File: src/rtl/erase_seq_pkg.sv
package erase_seq_pkg;

  typedef enum logic [2:0] {
    S_IDLE, S_UNL1, S_UNL2, S_SETUP, S_UNL4, S_UNL5, S_WIN
  } seqState_t;

  // strobes from the sequencer to the window/mask datapath
  typedef struct packed {
    logic openWin;    // first sector of a new operation
    logic addSector;  // extra sector while window open
    logic reload;     // accepted write inside window
    logic abortWin;   // cancel operation
  } dpCtrl_t;

endpackage

File: src/rtl/erase_seq_ctrl.sv
module erase_seq_ctrl
  import erase_seq_pkg::*;
#(
  parameter int ADDR_W = 12,
  parameter logic [ADDR_W-1:0] UNLOCK_ADDR_A = 12'h555,
  parameter logic [ADDR_W-1:0] UNLOCK_ADDR_B = 12'h2AA,
  parameter logic [7:0] UNLOCK_DATA_A = 8'hAA,
  parameter logic [7:0] UNLOCK_DATA_B = 8'h55,
  parameter logic [7:0] SETUP_CMD = 8'h80,
  parameter logic [7:0] SECTOR_CMD = 8'h30,
  parameter logic [7:0] SUSPEND_CMD = 8'hB0
) (
  input  logic              clk,
  input  logic              rstN,
  input  logic              wrStrobe,
  input  logic [ADDR_W-1:0] wrAddr,
  input  logic [7:0]        wrData,
  input  logic              armed,
  input  logic              expire,
  output dpCtrl_t           ctl
);

  seqState_t state, nxt;
  logic hitU1, hitU2, hitSetup, hitSect, hitSusp, fail;

  assign hitU1    = (wrAddr == UNLOCK_ADDR_A) && (wrData == UNLOCK_DATA_A);
  assign hitU2    = (wrAddr == UNLOCK_ADDR_B) && (wrData == UNLOCK_DATA_B);
  assign hitSetup = (wrAddr == UNLOCK_ADDR_A) && (wrData == SETUP_CMD);
  assign hitSect  = (wrData == SECTOR_CMD);
  assign hitSusp  = (wrData == SUSPEND_CMD);

  always_comb begin
    nxt  = state;
    ctl  = '0;
    fail = 1'b0;
    if (expire) begin
      nxt = S_IDLE;
    end else if (wrStrobe) begin
      case (state)
        S_IDLE:  if (hitU1) nxt = S_UNL1;
        S_UNL1:  if (hitU2) nxt = S_UNL2; else fail = 1'b1;
        S_UNL2: begin
          if (hitSetup) nxt = S_SETUP;
          else if (armed && hitSect) begin
            ctl.addSector = 1'b1;
            nxt = S_WIN;
          end else fail = 1'b1;
        end
        S_SETUP: if (hitU1) nxt = S_UNL4; else fail = 1'b1;
        S_UNL4:  if (hitU2) nxt = S_UNL5; else fail = 1'b1;
        S_UNL5: begin
          if (hitSect) begin
            if (armed) ctl.addSector = 1'b1;
            else       ctl.openWin   = 1'b1;
            nxt = S_WIN;
          end else fail = 1'b1;
        end
        S_WIN: begin
          if (hitSect)      ctl.addSector = 1'b1;
          else if (hitU1)   nxt = S_UNL1;
          else if (!hitSusp) fail = 1'b1;
        end
        default: nxt = S_IDLE;
      endcase
      if (fail) begin
        nxt          = S_IDLE;
        ctl.abortWin = armed;
      end
      ctl.reload = armed && !fail;
    end
  end

  always_ff @(posedge clk) begin
    if (!rstN) state <= S_IDLE;
    else       state <= nxt;
  end

endmodule

File: src/rtl/erase_seq_dp.sv
module erase_seq_dp
  import erase_seq_pkg::*;
#(
  parameter int NUM_SECT      = 8,
  parameter int WINDOW_CYCLES = 2500,
  localparam int SEC_W = (NUM_SECT > 1) ? $clog2(NUM_SECT) : 1,
  localparam int CNT_W = $clog2(WINDOW_CYCLES + 1)
) (
  input  logic                clk,
  input  logic                rstN,
  input  logic                wrStrobe,
  input  logic [SEC_W-1:0]    secIdx,
  input  dpCtrl_t             ctl,
  output logic                armed,
  output logic                expire,
  output logic                startErase,
  output logic [NUM_SECT-1:0] sectorMask
);

  localparam logic [CNT_W-1:0] LOAD = CNT_W'(WINDOW_CYCLES - 1);

  logic [CNT_W-1:0]    cnt;
  logic [NUM_SECT-1:0] secBit;

  for (genvar g = 0; g < NUM_SECT; g++) begin : gDecode
    assign secBit[g] = (secIdx == SEC_W'(g));
  end

  assign expire = armed && (cnt == '0) && !wrStrobe;

  always_ff @(posedge clk) begin
    if (!rstN) begin
      armed      <= 1'b0;
      cnt        <= '0;
      sectorMask <= '0;
      startErase <= 1'b0;
    end else begin
      startErase <= 1'b0;
      if (ctl.openWin) begin
        sectorMask <= secBit;
        armed      <= 1'b1;
        cnt        <= LOAD;
      end else if (ctl.abortWin) begin
        sectorMask <= '0;
        armed      <= 1'b0;
      end else if (expire) begin
        armed      <= 1'b0;
        startErase <= 1'b1;
      end else if (armed) begin
        if (ctl.addSector) sectorMask <= sectorMask | secBit;
        if (ctl.reload) cnt <= LOAD;
        else            cnt <= cnt - 1'b1;
      end
    end
  end

endmodule

File: src/rtl/erase_seq_decoder.sv
module erase_seq_decoder
  import erase_seq_pkg::*;
#(
  parameter int ADDR_W        = 12,
  parameter int NUM_SECT      = 8,
  parameter int WINDOW_CYCLES = 2500,
  parameter logic [ADDR_W-1:0] UNLOCK_ADDR_A = 12'h555,
  parameter logic [ADDR_W-1:0] UNLOCK_ADDR_B = 12'h2AA,
  parameter logic [7:0] UNLOCK_DATA_A = 8'hAA,
  parameter logic [7:0] UNLOCK_DATA_B = 8'h55,
  parameter logic [7:0] SETUP_CMD     = 8'h80,
  parameter logic [7:0] SECTOR_CMD    = 8'h30,
  parameter logic [7:0] SUSPEND_CMD   = 8'hB0
) (
  input  logic                clk,
  input  logic                rstN,
  input  logic                wrStrobe,
  input  logic [ADDR_W-1:0]   wrAddr,
  input  logic [7:0]          wrData,
  output logic                startErase,
  output logic [NUM_SECT-1:0] sectorMask,
  output logic                windowClosed
);

  localparam int SEC_W = (NUM_SECT > 1) ? $clog2(NUM_SECT) : 1;

  dpCtrl_t ctl;
  logic    armed, expire;

  erase_seq_ctrl #(
    .ADDR_W(ADDR_W), .UNLOCK_ADDR_A(UNLOCK_ADDR_A), .UNLOCK_ADDR_B(UNLOCK_ADDR_B),
    .UNLOCK_DATA_A(UNLOCK_DATA_A), .UNLOCK_DATA_B(UNLOCK_DATA_B),
    .SETUP_CMD(SETUP_CMD), .SECTOR_CMD(SECTOR_CMD), .SUSPEND_CMD(SUSPEND_CMD)
  ) uCtrl (
    .clk(clk), .rstN(rstN), .wrStrobe(wrStrobe), .wrAddr(wrAddr),
    .wrData(wrData), .armed(armed), .expire(expire), .ctl(ctl)
  );

  erase_seq_dp #(
    .NUM_SECT(NUM_SECT), .WINDOW_CYCLES(WINDOW_CYCLES)
  ) uDp (
    .clk(clk), .rstN(rstN), .wrStrobe(wrStrobe),
    .secIdx(wrAddr[ADDR_W-1 -: SEC_W]), .ctl(ctl), .armed(armed),
    .expire(expire), .startErase(startErase), .sectorMask(sectorMask)
  );

  assign windowClosed = ~armed;

endmodule

File: config.mk
export PLATFORM = sky130hd
export DESIGN_NAME = erase_seq_decoder
export DESIGN_NICKNAME = d
export VERILOG_FILES = /design/src/rtl/erase_seq_pkg.sv /design/src/rtl/erase_seq_ctrl.sv /design/src/rtl/erase_seq_dp.sv /design/src/rtl/erase_seq_decoder.sv
export SDC_FILE = /design/constraint.sdc
export NUM_CORES = 1
export LEC_CHECK = 0
export CAP_MARGIN = 10
export CORE_MARGIN = 4
export CORE_UTILIZATION = 40
export DETAILED_ROUTE_END_ITERATION = 12
export HOLD_SLACK_MARGIN = 0.15
export MAX_ROUTING_LAYER = met4
export PLACE_DENSITY_LB_ADDON = 0.05
export SLEW_MARGIN = 40
export SYNTH_ARGS = -nofsm -noshare
export SYNTH_HDL_FRONTEND = slang
export SYNTH_SLANG_ARGS = --single-unit
File: constraint.sdc
create_clock -name clk -period 5.5 [get_ports clk]
set_clock_uncertainty 0.05 [all_clocks]
set_input_delay 1.1 -clock clk [delete_from_list [all_inputs] [get_ports clk]]
set_output_delay 1.1 -clock clk [all_outputs]
set_load 0.005 [all_outputs]
# Word-level counts from Yosys, hierarchy flattened
# Cells that the tools add are included.
dict set report classes {
  eq_ne 29
  mux 46
  reduce_logical 24
  addsub 1
  n_bitwise 5
}
# op count
set ops {}
lappend ops {{two-way mux 12 bit} 5}
lappend ops {{two-way mux 8 bit} 5}
lappend ops {{two-way mux 3 bit} 9}
lappend ops {{equality test 8 bit (second input constant)} 3}
lappend ops {{equality test 3 bit (second input constant)} 7}
lappend ops {{two-way mux 1 bit} 21}
lappend ops {{one-hot mux 3 bit (7 select lines)} 1}
lappend ops {{equality test 12 x 10 -> 1 bit (second input constant)} 1}
lappend ops {{equality test 12 x 11 -> 1 bit (second input constant)} 1}
lappend ops {{equality test 3 x 2 -> 1 bit (second input constant)} 4}
lappend ops {{zero test 12 bit} 1}
lappend ops {{inequality test 3 x 1 -> 1 bit (second input constant)} 4}
lappend ops {{subtractor 12 x 1 -> 12 bit (second input constant)} 1}
lappend ops {{AND reduction 3 bit} 3}
lappend ops {{nonzero test 3 bit} 3}
lappend ops {{equality test 8 x 6 -> 1 bit (second input constant)} 1}
lappend ops {{equality test 8 x 7 -> 1 bit (second input constant)} 1}
lappend ops {{two-way mux 4 bit} 2}
lappend ops {{OR 8 bit} 1}
lappend ops {{logical AND 1 bit} 7}
lappend ops {{AND reduction 7 bit} 1}
lappend ops {{equality test 3 x 1 -> 1 bit (second input constant)} 2}
lappend ops {{zero test 3 bit} 2}
lappend ops {{inequality test 3 bit (second input constant)} 2}
lappend ops {{other kinds (11)} 17}
dict set report totals {
  input_bits 23
  output_inout_bits 10
  ff_bits 25
}

# Depth between registers and ports, before layout
dict set report logic_depth {
  ltp_word 16
  ltp_mapped 8
  mapped_depth_nobuf 8
}

# Hierarchy
# From an unflattened synthesis, not the netlist that was laid out.
dict set report hier_totals {
  hier_cells 198
  area_unflattened_um2 1630.3
}
# module cells_per_inst area_per_inst_um2 instances
set by_module_without_submodules {}
lappend by_module_without_submodules {erase_seq_dp 131 1149.9 1}
lappend by_module_without_submodules {erase_seq_ctrl 66 476.7 1}
lappend by_module_without_submodules {erase_seq_decoder 1 3.8 1}

# Worst setup path before layout
# Ideal clock, no wire load.
dict set report synth_timing {
  path_kind {input to register}
  from {in wrData[1]}
  to {reg uDp.cnt[10]}
  setup_ps 116
  t_required_ps 5334
  path_stages 7
  n_path_buf 1
  slack_ps 2736
  arrival_time_ps 2599
  cell_sequence {or4b_4 > nor2b_2 > buf_6 > a2111oi_4 > a32oi_4 > a21oi_2 > a31o_1}
}
dict set report synth_between {
  elab_chain_len 12
  elab_cells_between_ends 31
  cone_classes {eq/ne (5); mux (17); bitwise (1); reduce/logical (8)}
}
# item line_no
set synth_rtl {}
lappend synth_rtl {{from (decl)} erase_seq_decoder.sv:19} ;# input logic [7:0] wrData,
lappend synth_rtl {{equality test 8 bit, or another cell as far along} erase_seq_ctrl.sv:30} ;# assign hitSusp = (wrData == SUSPEND_CMD);
lappend synth_rtl {{two-way mux 1 bit, or another cell as far along} erase_seq_ctrl.sv:61} ;# else if (!hitSusp) fail = 1'b1;
lappend synth_rtl {{two-way mux 1 bit, on equally long branches} {erase_seq_ctrl.sv:60, erase_seq_ctrl.sv:44}}
lappend synth_rtl {{two-way mux 1 bit, on equally long branches} {erase_seq_ctrl.sv:59, erase_seq_ctrl.sv:43}}
lappend synth_rtl {{one-hot mux 1 bit (5 select lines)} erase_seq_ctrl.sv:39} ;# case (state)
lappend synth_rtl {{two-way mux 1 bit} erase_seq_ctrl.sv:38} ;# end else if (wrStrobe) begin
lappend synth_rtl {{two-way mux 1 bit} erase_seq_ctrl.sv:36} ;# if (expire) begin
lappend synth_rtl {{two-way mux 1 bit / zero test 1 bit (equally long branches)} {erase_seq_ctrl.sv:65, erase_seq_ctrl.sv:69}}
lappend synth_rtl {{two-way mux 4 bit *} erase_seq_ctrl.sv:38}
lappend synth_rtl {{two-way mux 4 bit *} erase_seq_ctrl.sv:36}
lappend synth_rtl {{NOT 1 bit (no source line) / two-way mux 4 bit (equally long branches)} --}
lappend synth_rtl {{AND reduction 3 bit (no source line) / two-way mux 12 bit (equally long branches)} --}
lappend synth_rtl {{to (signal assigned)} erase_seq_dp.sv:52} ;# else cnt <= cnt - 1'b1;
lappend synth_rtl {{to (decl)} erase_seq_dp.sv:22} ;# logic [CNT_W-1:0] cnt;
# Every way passes the cells marked *; elsewhere a longest branch is shown, timed or not. The select of a mux whose other input is x is not followed.
# A chain may end at the register's enable or synchronous reset.

# Final worst setup path
dict set report layout_timing {
  from {in wrStrobe}
  to {reg uDp.cnt[2]}
}
dict set report layout_between {
  elab_chain_len 5
  elab_cells_between_ends 9
  cone_classes {mux (3); bitwise (2); reduce/logical (4)}
}
# item line_no
set layout_rtl {}
lappend layout_rtl {{from (decl)} erase_seq_decoder.sv:17} ;# input logic wrStrobe,
lappend layout_rtl {{zero test 1 bit} erase_seq_dp.sv:29} ;# assign expire = armed && (cnt == '0) && !wrStrobe;
lappend layout_rtl {{logical AND 1 bit} erase_seq_dp.sv:29}
lappend layout_rtl {{two-way mux 4 bit} erase_seq_ctrl.sv:36}
lappend layout_rtl {{NOT 1 bit (no source line)} --}
lappend layout_rtl {{AND reduction 3 bit (no source line)} --}
# Several ways; a longest one is shown, not always the timed one.

==> flow_summary.yaml <==
power_and_ir_drop:
  pwr_density_cell_nw_per_um2: 157
  p_total_mw: 0.324
  power_switching_mw: 0.0739
  intPower_mw: 0.250
  ir_worst_vdd_mv: 0.0846
  p_clk_share_pct: 33.4
  power_switching_share_pct: 22.8
  p_leak_nw: 0.656
  comb_power_share_pct: 10.8
  pwr-share-seq_pct: 55.8
setup_path:
  end_kind: "register"
  crit_fanout: 15
  timing.rr.start: "uDp.cnt[0]"
  critical_path_required_ps: 5610
  reg2regPathDepth: 8
  start_kind: "input port"
  worstSetupStartpoint: "wrStrobe"
  arrival_ps: 3410
  criticalPathCategory: "in -> reg"
global_routing:
  first_global_vias: 1669
  gr-total-overflow: 0
  antenna_found_initial: 0
  grt_max_degree: 17
  grt_usage_pct: 19.1
  grt_pass1_wl_um: 8050
sta:
  rsz0062_at_grt: "false"
  holdWs_ps: 428
  min_period_over_period_pct: 59.9
  max_freq_ghz: 0.303
  tns_ps: 0
  hold_violations: 0
  slew_headroom_pct: 55.1
  tightestPinTransition_ps: 664
  min_period_ps: 3300
  setup_violations: 0
  drv_slew: 0
clock_tree:
  clk_path_buf_depth: 2
  htree_levels: 1
  root_buffer: "clkbuf_8"
  cts_hold_buf: 0
  clk_latency_ps: 270
  cts_post_setup_buffers_inserted: 0
  cts_made_buffers: 3
  clk_pin_slew_ps: 90
  numClockSinks: 25
  cts_tree: "built"
  cts_resized: 0
route:
  vias: 1732
  avgRoutedWirePerCell_um: 16.2
  routed_wl_um: 4630
  avgViaCountPerCell: 6.06
  drc_errors: 0
  dr.first_iter.drc_count: 130
  first_pass_iters: 4
  antenna_left: 0
logic_synthesis:
  synthesis.nets: 233
  ys_ff_latch: 25
  synth-async-reset-ratio_pct: 0
  yosysWarnings: 0
  netlist_instances: 209
  ys_types: 53
  netlist_area_um2: 1680
  ys.flop_type: "dfxtp_1"
  synth_edf_count: 0
  ys_seq_area_share_pct: 29.7
  postSynthAreaPerCell_um2: 8.06
die:
  ioPinCount: 33
  die_h_um: 72.9
  num_rows: 23
  start_util_pct: 41.8
  core_area_um2: 4030
  die_w_um: 72.9
  dieArea_um2: 5310
placed_design:
  hpwl_um: 3580
  gp_congestion: 0.866
  port_buffers: 32
  dp.cells: 282
hold_path:
  hp-start: "uDp.sectorMask[1]"
  hold_path_class: "reg -> reg"
  min_path_cells: 2
finish:
  drive_gt1_share_pct: 7.63
  fill_cells: 399
  layoutNonFillerInstCount: 286
  area_growth_pct: 22.8
  fin_util_pct: 51.3
  nNetsFinal: 261
  antenna_cells: 0
status:
  status: "finished clean"
run:
  maxCapViolCount: 0
==> per-layer routing <==
metal,global-route usage [%],vias up,wire (µm)
met5,-,-,0
met3,2.48,6,188
met2,30.8,47,2270
met4,3.89,0,57
li1,-,860,-
met1,25.7,819,2110
==> power groups by stage <==
stage               combinational, mW  sequential (mW)  clock [mW]
floorplan                      0.0119            0.185           0
global placement               0.0339            0.185           0
detailed placement             0.0342            0.185           0
CTS                            0.0345            0.181       0.110
global route                   0.0371            0.181       0.118
finish                         0.0348            0.181       0.108
==> cell families after synthesis <==
kind of cell,count (synthesis),synth area share (%)
simple gates,95,33.1
compound gates,60,29.1
buf+inv,27,6.69
flops,25,29.7
mux,1,0.669
fa+ha+maj,1,0.743
==> metrics by stage <==
step	worst slack, ps	instance area (µm²)
floorplan	2740	1680
global placement	1960	2020
detailed placement	1940	2020
CTS	2230	2070
global route	2000	2070
finish	2200	2070
==> registers in the layout (all words and copies together), names as in the netlist <==
name,count
uDp.armed,1
uDp.sectorMask,8
uCtrl.state,3
uDp.startErase,1
uDp.cnt,12
==> final timing paths <==
check	end	slack [ps]
max	uDp.cnt[2]	2200
min	uDp.sectorMask[1]	430
max reg2reg	uDp.cnt[2]	2890
min reg2reg	uDp.sectorMask[1]	430
==> synth_stat cells (5+ instances only) <==
library cell,instances,share of area [%]
inv_1,17,3.8
or3_1,5,1.9
nand3_1,10,3.0
dfxtp_1,25,30
clkbuf_1,5,1.1
nor2_1,18,4.0
o21ai_0,6,1.8
nand4_1,7,2.6
a21oi_1,14,4.2
nand2_1,13,2.9
nor3_1,9,2.7
==> critical path, stage by stage <==
cell and delay, ps:
clkdlybuf4s50_1 820, clkinv_1 500, nand3_1 500, nor3b_1 130, a211oi_1 250, a21oi_1 100
==> final cells by class <==
type | count | area (µm²) | share of cell area, %
multi-input combinational | 157 | 1070 | 51.8
sequential | 25 | 500 | 24.2
timing repair buffer | 32 | 320 | 15.5
inverter | 18 | 67.6 | 3.27
tap | 50 | 62.6 | 3.02
clock buffer | 3 | 41.3 | 2.00
clock inverter | 1 | 5.00 | 0.242
==> cells in the final DEF, fill, tap and decap left out, types with 2 or more instances in the layout <==
master / instances
inv_1: 17
nand2_1: 13
nor4b_1: 3
and4b_1: 3
and4_1: 2
o31ai_1: 3
and2_1: 3
a31oi_1: 4
nor2_1: 18
o2111ai_1: 2
o31ai_2: 4
o21ai_1: 3
a21oi_1: 14
o211ai_1: 3
or4_1: 2
nand4_1: 7
dfxtp_1: 25
o221ai_1: 3
nor3_1: 9
and3_1: 2
clkdlybuf4s50_1: 32
o32ai_1: 4
nand3_1: 10
a211oi_1: 2
o21ai_0: 6
clkbuf_8: 3
nor4bb_1: 4
or3_1: 5
nor4_1: 3
nand3b_1: 4
Note: power is estimated with default switching activity, not from simulation.
